--- src/rtl/sar_seq_pkg.sv ---
package sar_seq_pkg;

  typedef enum logic [1:0] {
    SESS_LOCK = 2'd0,
    SESS_IDLE = 2'd1,
    SESS_RUN  = 2'd2
  } sess_e;

  typedef enum logic [1:0] {
    PH_PRE  = 2'd0,
    PH_MSB  = 2'd1,
    PH_LSB  = 2'd2,
    PH_ZERO = 2'd3
  } phase_e;

endpackage

--- src/rtl/sar_seq_edge.sv ---
// Samples the serial pins into the core clock domain and finds sclk edges.
module sar_seq_edge #(
  parameter int SYNC = 1
) (
  input  logic clk,
  input  logic rst_n,
  input  logic cs_n,
  input  logic sclk,
  output logic cs_hi,
  output logic sclk_rise,
  output logic sclk_fall
);

  logic [SYNC-1:0] cs_st;
  logic [SYNC:0]   ck_st;

  // cs stages reset to 0 so that a low select at reset looks low (locked)
  always_ff @(posedge clk or negedge rst_n) begin
    if (!rst_n) begin
      cs_st <= '0;
      ck_st <= '0;
    end else begin
      cs_st[0] <= cs_n;
      ck_st[0] <= sclk;
      for (int i = 1; i < SYNC; i++) cs_st[i] <= cs_st[i-1];
      for (int i = 1; i <= SYNC; i++) ck_st[i] <= ck_st[i-1];
    end
  end

  assign cs_hi     = cs_st[SYNC-1];
  assign sclk_rise =  ck_st[SYNC-1] & ~ck_st[SYNC];
  assign sclk_fall = ~ck_st[SYNC-1] &  ck_st[SYNC];

endmodule

--- src/rtl/sar_seq_ctrl.sv ---
// Session control: lock after reset, sample window, falling-edge counter.
module sar_seq_ctrl
  import sar_seq_pkg::*;
#(
  parameter int W = 12
) (
  input  logic                 clk,
  input  logic                 rst_n,
  input  logic                 cs_hi,
  input  logic                 sclk_rise,
  input  logic                 sclk_fall,
  output logic                 adv,
  output logic                 load,
  output phase_e               ph,
  output logic [$clog2(W)-1:0] bidx,
  output logic                 oe,
  output logic                 track
);

  localparam int IW     = $clog2(W);
  localparam int CMAX_I = 2 * W + 2;
  localparam int CW     = $clog2(CMAX_I + 1);
  localparam logic [CW-1:0] C_NULL    = CW'(2);
  localparam logic [CW-1:0] C_MSB_END = CW'(W + 2);
  localparam logic [CW-1:0] C_LSB_END = CW'(2 * W + 1);
  localparam logic [CW-1:0] C_MAX     = CW'(CMAX_I);

  sess_e          sess_q, sess_d;
  logic           run_q, run_d;
  logic [CW-1:0]  cnt_q, cnt_d, cnt_inc;
  logic           oe_q, oe_d;
  logic           trk_q, trk_d;

  assign cnt_inc = (cnt_q == C_MAX) ? cnt_q : cnt_q + CW'(1);

  // next state
  always_comb begin
    sess_d = sess_q;
    run_d  = run_q;
    cnt_d  = cnt_q;
    oe_d   = oe_q;
    trk_d  = trk_q;
    adv    = 1'b0;
    case (sess_q)
      SESS_LOCK: begin
        if (cs_hi) sess_d = SESS_IDLE;
      end
      SESS_IDLE: begin
        if (!cs_hi) begin
          sess_d = SESS_RUN;
          run_d  = 1'b0;
          cnt_d  = '0;
        end
      end
      SESS_RUN: begin
        if (cs_hi) begin
          sess_d = SESS_IDLE;
          oe_d   = 1'b0;
          trk_d  = 1'b0;
          run_d  = 1'b0;
          cnt_d  = '0;
        end else begin
          if (sclk_rise && !run_q) begin
            run_d = 1'b1;
            trk_d = 1'b1;
          end
          if (sclk_fall) begin
            oe_d = 1'b1;
            if (run_q) begin
              adv   = 1'b1;
              cnt_d = cnt_inc;
              if (cnt_inc == C_NULL) trk_d = 1'b0;
            end
          end
        end
      end
      default: sess_d = SESS_LOCK;
    endcase
  end

  // phase and bit index of the edge being counted
  always_comb begin
    ph   = PH_PRE;
    bidx = '0;
    if (cnt_inc <= C_NULL) begin
      ph = PH_PRE;
    end else if (cnt_inc <= C_MSB_END) begin
      ph   = PH_MSB;
      bidx = IW'(C_MSB_END - cnt_inc);
    end else if (cnt_inc <= C_LSB_END) begin
      ph   = PH_LSB;
      bidx = IW'(cnt_inc - C_MSB_END);
    end else begin
      ph = PH_ZERO;
    end
  end

  assign load  = adv && (cnt_inc == C_NULL);
  assign oe    = oe_q;
  assign track = trk_q;

  always_ff @(posedge clk or negedge rst_n) begin
    if (!rst_n) begin
      sess_q <= SESS_LOCK;
      run_q  <= 1'b0;
      cnt_q  <= '0;
      oe_q   <= 1'b0;
      trk_q  <= 1'b0;
    end else begin
      sess_q <= sess_d;
      run_q  <= run_d;
      cnt_q  <= cnt_d;
      oe_q   <= oe_d;
      trk_q  <= trk_d;
    end
  end

endmodule

--- src/rtl/sar_seq_core.sv ---
// Successive-approximation register: trial code and decided result.
module sar_seq_core
  import sar_seq_pkg::*;
#(
  parameter int W = 12
) (
  input  logic                 clk,
  input  logic                 rst_n,
  input  logic                 adv,
  input  logic                 load,
  input  phase_e               ph,
  input  logic [$clog2(W)-1:0] bidx,
  input  logic                 comp_ge,
  output logic [W-1:0]         dac_code,
  output logic [W-1:0]         result
);

  localparam int IW = $clog2(W);

  logic [W-1:0] trial_q, trial_d;
  logic [W-1:0] res_q, res_d;
  logic         test_en;
  logic         upd_en;

  assign test_en = adv && (ph == PH_MSB);
  assign upd_en  = load || test_en;

  for (genvar g = 0; g < W; g++) begin : g_bit
    localparam bit TOP = (g == W - 1);
    logic hit;
    logic nxt;
    assign hit = test_en && (bidx == IW'(g));
    if (g < W - 1) begin : g_low
      assign nxt = test_en && (bidx == IW'(g + 1));
    end else begin : g_top
      assign nxt = 1'b0;
    end
    assign trial_d[g] = load ? TOP :
                        hit  ? comp_ge :
                        nxt  ? 1'b1 : trial_q[g];
    assign res_d[g]   = load ? 1'b0 :
                        hit  ? comp_ge : res_q[g];
  end

  always_ff @(posedge clk or negedge rst_n) begin
    if (!rst_n) begin
      trial_q <= '0;
      res_q   <= '0;
    end else if (upd_en) begin
      trial_q <= trial_d;
      res_q   <= res_d;
    end
  end

  assign dac_code = trial_q;
  assign result   = res_q;

endmodule

--- src/rtl/sar_seq_shift.sv ---
// Serial data line register: null, MSB-first, LSB-first, then zeros.
module sar_seq_shift
  import sar_seq_pkg::*;
#(
  parameter int W = 12
) (
  input  logic                 clk,
  input  logic                 rst_n,
  input  logic                 cs_hi,
  input  logic                 adv,
  input  phase_e               ph,
  input  logic [$clog2(W)-1:0] bidx,
  input  logic                 comp_ge,
  input  logic [W-1:0]         result,
  output logic                 sdo
);

  logic sdo_q, sdo_d;

  always_comb begin
    case (ph)
      PH_MSB:  sdo_d = comp_ge;
      PH_LSB:  sdo_d = result[bidx];
      default: sdo_d = 1'b0;
    endcase
  end

  always_ff @(posedge clk or negedge rst_n) begin
    if (!rst_n) begin
      sdo_q <= 1'b0;
    end else if (cs_hi) begin
      sdo_q <= 1'b0;
    end else if (adv) begin
      sdo_q <= sdo_d;
    end
  end

  assign sdo = sdo_q;

endmodule

--- src/rtl/sar_serial_seq.sv ---
module sar_serial_seq
  import sar_seq_pkg::*;
#(
  parameter int CODE_W      = 12,
  parameter int SYNC_STAGES = 1
) (
  input  logic              clk,
  input  logic              rst_n,
  input  logic              cs_n,
  input  logic              sclk,
  input  logic              comp_ge,
  output logic [CODE_W-1:0] dac_code,
  output logic              sdo,
  output logic              sdo_oe,
  output logic              smp_track
);

  localparam int IW = $clog2(CODE_W);

  logic          cs_hi;
  logic          sclk_rise;
  logic          sclk_fall;
  logic          adv;
  logic          load;
  phase_e        ph;
  logic [IW-1:0] bidx;
  logic [CODE_W-1:0] result;

  sar_seq_edge #(.SYNC(SYNC_STAGES)) edge_i (
    .clk       (clk),
    .rst_n     (rst_n),
    .cs_n      (cs_n),
    .sclk      (sclk),
    .cs_hi     (cs_hi),
    .sclk_rise (sclk_rise),
    .sclk_fall (sclk_fall)
  );

  sar_seq_ctrl #(.W(CODE_W)) ctrl_i (
    .clk       (clk),
    .rst_n     (rst_n),
    .cs_hi     (cs_hi),
    .sclk_rise (sclk_rise),
    .sclk_fall (sclk_fall),
    .adv       (adv),
    .load      (load),
    .ph        (ph),
    .bidx      (bidx),
    .oe        (sdo_oe),
    .track     (smp_track)
  );

  sar_seq_core #(.W(CODE_W)) core_i (
    .clk      (clk),
    .rst_n    (rst_n),
    .adv      (adv),
    .load     (load),
    .ph       (ph),
    .bidx     (bidx),
    .comp_ge  (comp_ge),
    .dac_code (dac_code),
    .result   (result)
  );

  sar_seq_shift #(.W(CODE_W)) shift_i (
    .clk     (clk),
    .rst_n   (rst_n),
    .cs_hi   (cs_hi),
    .adv     (adv),
    .ph      (ph),
    .bidx    (bidx),
    .comp_ge (comp_ge),
    .result  (result),
    .sdo     (sdo)
  );

endmodule

--- config.mk ---
export PLATFORM = sky130hd
export DESIGN_NAME = sar_serial_seq
export DESIGN_NICKNAME = d
export VERILOG_FILES = /design/src/rtl/sar_seq_pkg.sv /design/src/rtl/sar_seq_edge.sv /design/src/rtl/sar_seq_ctrl.sv /design/src/rtl/sar_seq_core.sv /design/src/rtl/sar_seq_shift.sv /design/src/rtl/sar_serial_seq.sv
export SDC_FILE = /design/constraint.sdc
export NUM_CORES = 1
export LEC_CHECK = 0
export CORE_MARGIN = 10
export CORE_UTILIZATION = 30
export CTS_BUF_LIST = sky130_fd_sc_hd__clkbuf_2 sky130_fd_sc_hd__clkbuf_4 sky130_fd_sc_hd__clkbuf_8
export CTS_CLUSTER_DIAMETER = 40
export DETAILED_ROUTE_END_ITERATION = 12
export PLACE_DENSITY = 0.5
export SYNTH_ARGS = -nofsm -noshare
export SYNTH_HDL_FRONTEND = slang
export SYNTH_HIERARCHICAL = 1
export SYNTH_SLANG_ARGS = --single-unit
--- constraint.sdc ---
create_clock -name clk -period 4.81 [get_ports clk]
set_input_delay 1.2025 -clock clk [delete_from_list [all_inputs] [get_ports clk]]
set_output_delay 1.2025 -clock clk [all_outputs]
set_load 0.03 [all_outputs]
Word-level counts from Yosys, hierarchy flattened
Index checks and enable logic that the tools add are counted.
{ "word_totals": {"regBits": 38, "inputBits": 5} }
{ "op_classes": {"bitwise": 4, "n_eq_ne": 22, "magnitude_cmp": 4, "muxes": 93, "n_reduce_logical": 73, "n_addsub": 3} }
{ "ops": {"columns": ["cell", "n"], "rows": [
  ["$mux 1", 76],
  ["$reduce_and 2->1", 25],
  ["$reduce_bool 3->1", 11],
  ["$reduce_bool 2->1", 15],
  ["$mux 5", 5],
  ["$eq 4x3->1 const B", 4],
  ["$eq 4x4->1 const B", 4],
  ["$logic_and 1x1->1", 15],
  ["$mux 4", 3],
  ["$pmux 5 s2", 1],
  ["$ne 3x2->1 const B", 3],
  ["$eq 4x2->1 const B", 2],
  ["$mux 2", 4],
  ["$add 5x1->5 const B", 1],
  ["$eq 5x2->1 const B", 1],
  ["$eq 5x5->1 const B", 1],
  ["$le 5x2->1 const B", 1],
  ["$le 5x4->1 const B", 1],
  ["$le 5x5->1 const B", 1],
  ["$lt 4x5->1 const B", 1],
  ["$bmux 1 s4", 1],
  ["$eq 2x1->1 const B", 2],
  ["$eq 2x2->1 const B", 2],
  ["$eq 4x1->1 const B", 1],
  ["15 further kinds", 18]
]} }

Logic depth before layout (Yosys ltp)
{ "logic_depth": {"ltp_word": 12, "depth_mapped": 14, "depth_no_buf": 13} }

By module
Netlist, hierarchy kept.
{ "by_module_without_submodules": {"columns": ["mod", "cells_each", "instances", "area_each_um2"], "rows": [
  ["sar_seq_core", 126, 1, 1231.2],
  ["sar_seq_ctrl", 100, 1, 908.4],
  ["sar_seq_shift", 17, 1, 193.9],
  ["sar_seq_edge", 5, 1, 90.1]
]} }

Worst setup path before layout
No wires, ideal clock.
{ "synth_timing": {"path_kind": "reg2reg", "start": "reg ctrl_i.cnt_q[0]", "end": "reg shift_i.sdo_q (netlist: shift_i/sdo)", "required_time_ns": 4.681, "path_buffers": 0, "stages_incl_launch_ff": 13, "arrival_time_ns": 3.283, "slack_ns": 1.398, "path_cell_list": "dfrtp_1 inv_2 ha_1 and4b_4 nor2_2 inv_1 ha_1 a21oi_1 nor2_1 nor3_1 mux4_1 nor3_1 o32ai_1"} }
{ "synth_between": {"elab_chain_cells": 11, "elab_cells_between_ends": 21, "classes_between": "add/sub: 3; order compare: 3; eq/ne: 3; mux: 12"} }
{ "synth_lines": {"columns": ["item", "line_no", "text"], "rows": [
  ["from (decl)", "sar_seq_ctrl.sv:30", "logic [CW-1:0] cnt_q, cnt_d, cnt_inc;"],
  ["from (signal assigned)", "sar_seq_ctrl.sv:112", "cnt_q <= cnt_d;"],
  ["$add 5x1->5 or $eq 5x5->1 (tied branches)", "sar_seq_ctrl.sv:34", "assign cnt_inc = (cnt_q == C_MAX) ? cnt_q : cnt_q + CW'(1);"],
  ["$mux 5 *", "sar_seq_ctrl.sv:34", null],
  ["$sub 4x4->4 or $le 5x5->1 (tied branches)", "sar_seq_ctrl.sv:92, sar_seq_ctrl.sv:90", null],
  ["$mux 4", "sar_seq_ctrl.sv:90", "end else if (cnt_inc <= C_LSB_END) begin"],
  ["$mux 4", "sar_seq_ctrl.sv:87", "end else if (cnt_inc <= C_MSB_END) begin"],
  ["$mux 4 *", "sar_seq_ctrl.sv:85", "if (cnt_inc <= C_NULL) begin"],
  ["via bidx[0]", "sar_serial_seq.sv:26", "logic [IW-1:0] bidx;"],
  ["$bmux 1 s4 *", "sar_seq_shift.sv:23", "PH_LSB: sdo_d = result[bidx];"],
  ["$mux 1 (implied by the code) *", "sar_seq_shift.sv:23", null],
  ["$pmux 1 s2 *", "sar_seq_shift.sv:21", "case (ph)"],
  ["$mux 1 *", "sar_seq_shift.sv:33", "end else if (adv) begin"],
  ["$mux 1 *", "sar_seq_shift.sv:31", "end else if (cs_hi) begin"],
  ["to (signal assigned)", "sar_seq_shift.sv:34", "sdo_q <= sdo_d;"],
  ["to (decl)", "sar_seq_shift.sv:18", "logic sdo_q, sdo_d;"]
]} }
The timed path passes the listed nets; every way through them passes the cells marked *. The select of a mux whose other input is x is not followed.
A chain may end at the register's enable or synchronous reset.

Worst setup path after layout
{ "layout_timing": {"start": "reg ctrl_i.cnt_q[0]", "end": "reg core_i.res_q[0] (netlist: core_i/result[0])"} }
{ "layout_between": {"elab_cells_between_ends": 24, "classes_between": "add/sub: 3; order compare: 3; eq/ne: 3; mux: 8; reduce/logical: 7"} }
{ "layout_lines": {"columns": ["item", "line_no", "text"], "rows": [
  ["$add 5x1->5 or $eq 5x5->1 (tied branches)", "sar_seq_ctrl.sv:34", null],
  ["$mux 5 *", "sar_seq_ctrl.sv:34", null],
  ["$sub 4x4->4 or $le 5x5->1 (tied branches)", "sar_seq_ctrl.sv:92, sar_seq_ctrl.sv:90", null],
  ["$mux 4", "sar_seq_ctrl.sv:90", null],
  ["$mux 4", "sar_seq_ctrl.sv:87", null],
  ["$mux 4 *", "sar_seq_ctrl.sv:85", null],
  ["via bidx[2]", "sar_serial_seq.sv:26", null],
  ["$logic_not 4->1 *", "sar_seq_core.sv:32", "assign hit = test_en && (bidx == IW'(g));"],
  ["$logic_and 1x1->1 *", "sar_seq_core.sv:32", null],
  ["$reduce_bool 2->1 (no line) *", null, null],
  ["$reduce_and 2->1 (no line) *", null, null],
  ["to (signal assigned)", "sar_seq_core.sv:51", "res_q <= res_d;"],
  ["to (decl)", "sar_seq_core.sv:21", "logic [W-1:0] res_q, res_d;"]
]} }
The timed path passes the listed nets; every way through them passes the cells marked *.

==> reports/results.tsv <==
stage	metric	value	unit
final_layout	fillers	804	
placement	place_congestion	0.835	
final_layout	drive_gt1_share	12.2	%
worst_setup_path	worstReg2RegEnd	core_i/result[0]	
cts	clkLatencyLatePin	0.29	ns
global_routing	track_usage	10.7	%
sta	finalMaxSlewViolations	0	
worst_setup_path	cp_max_fo	8	
worst_setup_path	crit_buf_inv	3	
hold_path	hp-class	reg2reg	
worst_setup_path	slowest_stage	a2111oi_1	
routing	wl	6.09	mm
logic_synthesis	synth_top_cell_by_area	dfrtp_1	
logic_synthesis	syn-num-nets	263	
final_layout	utilization	35.7	%
logic_synthesis	ys_warn_count	6	
sta	slew_headroom	30.8	%
cts	cts.sinks	38	
final_layout	layout_commonest_cell	dfrtp_1	
routing	route.detailed.drc	0	
worst_setup_path	crit_required	5.02	ns
routing	dr.pass1.iters	4	
routing	drtAntennaViolNets	0	
floorplan	die_x	110	um
floorplan	fp.coreArea	7810	um^2
final_layout	area.growth.synth_to_final	15.1	%
cts	tritoncts	done	
worst_setup_path	critPathMaxStageDelay	0.85	ns
logic_synthesis	syn_inst	248	
routing	vias_per_cell	5.43	
power_and_ir_drop	ir_drop	0.0922	mV
worst_setup_path	startpoint	ctrl_i/cnt_q[0]	
worst_setup_path	path_common_cell	ha_1	
worst_setup_path	crit_type	reg2reg	
cts	cts.repair.resized	0	
power_and_ir_drop	power.leakage	1.07	nW
routing	dr.first_iter.drc_count	88	
worst_setup_path	crit_family	compound AO/OA/AOI/OAI gates	
logic_synthesis	ys_top_cells_by_area	dfrtp_1 39%, ha_1 5.2%, nand2_1 3.9%, mux2i_1 3.7%, a21oi_1 3.3%	
floorplan	rows	32	
routing	wl_per_cell	16.7	um
worst_setup_path	r2r-start	ctrl_i/cnt_q[0]	
sta	tns	0	ns
sta	fin_skew	0.00277	ns
logic_synthesis	ys.flop_type	dfrtp_1	
logic_synthesis	synth.top_cell.area_share	39.2	%
global_routing	grt_max_degree	39	
cts	post_cts_buffers	0	
worst_setup_path	cp_num_cells	13	
global_routing	grt_pass1_vias	1967	
sta	rsz0062_at_grt	no	
logic_synthesis	synth_area	2420	um^2
cts	ctsRootBufferMaster	clkbuf_8	
cts	holdBufCountCts	0	
global_routing	grt_pass1_wl	10.3	mm
power_and_ir_drop	power	0.611	mW
sta	hold_viol	0	
logic_synthesis	synth.ff_latch_count	38	
run_status	status	finished clean	
floorplan	fp.dieArea	12100	um^2
sta	min_period_over_period	80.2	%
sta	setup-violations-final	0	
worst_setup_path	worstPathCellList	inv_2, ha_1, and4b_4, nor2_2, inv_1, ha_1, a21oi_1, nor2_1, a2111oi_1, nor3b_1, buf_4, nand3_1, mux2i_1	
worst_setup_path	crit_path_end	core_i/result[0]	
floorplan	io_pins	20	
worst_setup_path	cp_data_arrival_time	4.06	ns
cts	clockBufferDepth	2	
cts	cts_buffers	5	
global_routing	overflow	0	
worst_setup_path	critPathCaptureType	register	
sta	layout_min_cycle_time	3.86	ns
logic_synthesis	synth_edf_count	0	
placement	port_buffers	19	
job	drv_cap	0	
worst_setup_path	reg2regPathDepth	13	
final_layout	final_cell_mix	38 x dfrtp_1, 25 x nand2_1, 18 x clkdlybuf4s50_1	
final_layout	final_nets	279	
logic_synthesis	seq_area_frac_synth	39.2	%
global_routing	antenna_found_initial	0	
cts	path_clk_slew	0.07	ns
final_layout	antenna-diode-count	0	
power_and_ir_drop	power_density	219	nW/um^2
logic_synthesis	postSynth.asyncResetShare	100	%
floorplan	chipHeight	110	um
sta	max_freq	259	MHz
worst_setup_path	r2r_setup_slack	0.95	ns
worst_setup_path	worstSetupStartpointType	register	
placement	hpwl	4.30	mm
sta	worst_pin_slew	1.04	ns
logic_synthesis	synth_area_per_cell	9.77	um^2
cts	cts_max_level	2	
logic_synthesis	ys_types	61	
floorplan	start_util	31.0	%
routing	vias	1981	
## layer usage
metal | GRT usage [%] | wire length (um) | share of wire, %
met2 | 16.8 | 2880 | 47
met5 | 0 | 0 | 0
met4 | 3.16 | 46 | 0.75
met3 | 2.46 | 258 | 4.2
met1 | 14.5 | 2900 | 48
## report_power, final
group	internal, mW	total (mW)	switching (mW)
clock	0.111	0.222	0.111
combinational	0.0209	0.0535	0.0327
sequential	0.328	0.336	0.00782
total	0.459	0.611	0.151
## through the flow
step / std cells / setup WS [ns] / instance area [um^2] / hold slack [ns]
floorplan: 248 / 1.40 / 2420 / 0.360
finish: 365 / 0.952 / 2790 / 0.392
CTS: 365 / 0.977 / 2790 / 0.397
global route: 365 / 0.591 / 2790 / 0.427
detailed placement: 359 / 1.01 / 2710 / 0.380
global placement: 359 / 1.10 / 2710 / 0.368
## worst min-delay path by stage
stage | from | end | slack, ns | depth (start not counted)
after floorplan | edge_i/ck_st[0] | edge_i/ck_st[1] | 0.36 | 0
after global placement | edge_i/ck_st[0] | edge_i/ck_st[1] | 0.37 | 0
after detailed placement | edge_i/ck_st[0] | edge_i/ck_st[1] | 0.38 | 0
after CTS | edge_i/ck_st[0] | edge_i/ck_st[1] | 0.40 | 0
after global routing | edge_i/ck_st[0] | edge_i/ck_st[1] | 0.43 | 0
final | edge_i/ck_st[0] | edge_i/ck_st[1] | 0.39 | 0
## synth_stat cells (2+ instances only)
cell type / count
o41ai_1: 2
inv_2: 3
o21ai_0: 4
clkbuf_1: 10
nand2_1: 25
inv_1: 11
a21boi_0: 2
nor2_1: 12
o31ai_1: 3
xnor2_1: 4
nor4bb_1: 2
dfrtp_1: 38
nor3b_1: 4
mux2i_1: 9
a21oi_1: 16
ha_1: 10
o32ai_1: 5
nand4_1: 3
a311oi_1: 4
mux4_1: 2
nand3_1: 3
buf_6: 2
nand2b_1: 4
a31oi_1: 12
nor3_1: 5
buf_2: 2
a211oi_1: 6
nor2b_1: 5
o21ai_1: 6
nand3b_1: 2
and4b_1: 2
## cell type report
| type | count | area, um^2 | area share, % |
|---|---|---|---|
| clock buffer | 6 | 82.6 | 2.96 |
| inverter | 14 | 52.6 | 1.88 |
| multi-input combinational | 181 | 1350 | 48.5 |
| sequential | 38 | 951 | 34.1 |
| tap | 102 | 128 | 4.58 |
| timing repair buffer | 24 | 223 | 7.99 |
## kinds of logic after synthesis
group	share of synthesized area, %
fa+ha+maj	5.16
simple gates	19.1
mux	6.81
flops	39.2
xor+xnor	3.61
buf+inv	5.37
compound gates	20.8
## registers in the layout, summed over array words and instances (netlist names), 2 cells and up
register,cells
core_i/dac_code,12
core_i/result,12
ctrl_i/cnt_q,5
ctrl_i/sess_q,2
edge_i/ck_st,2
Note: power is estimated with default switching activity, not from simulation.
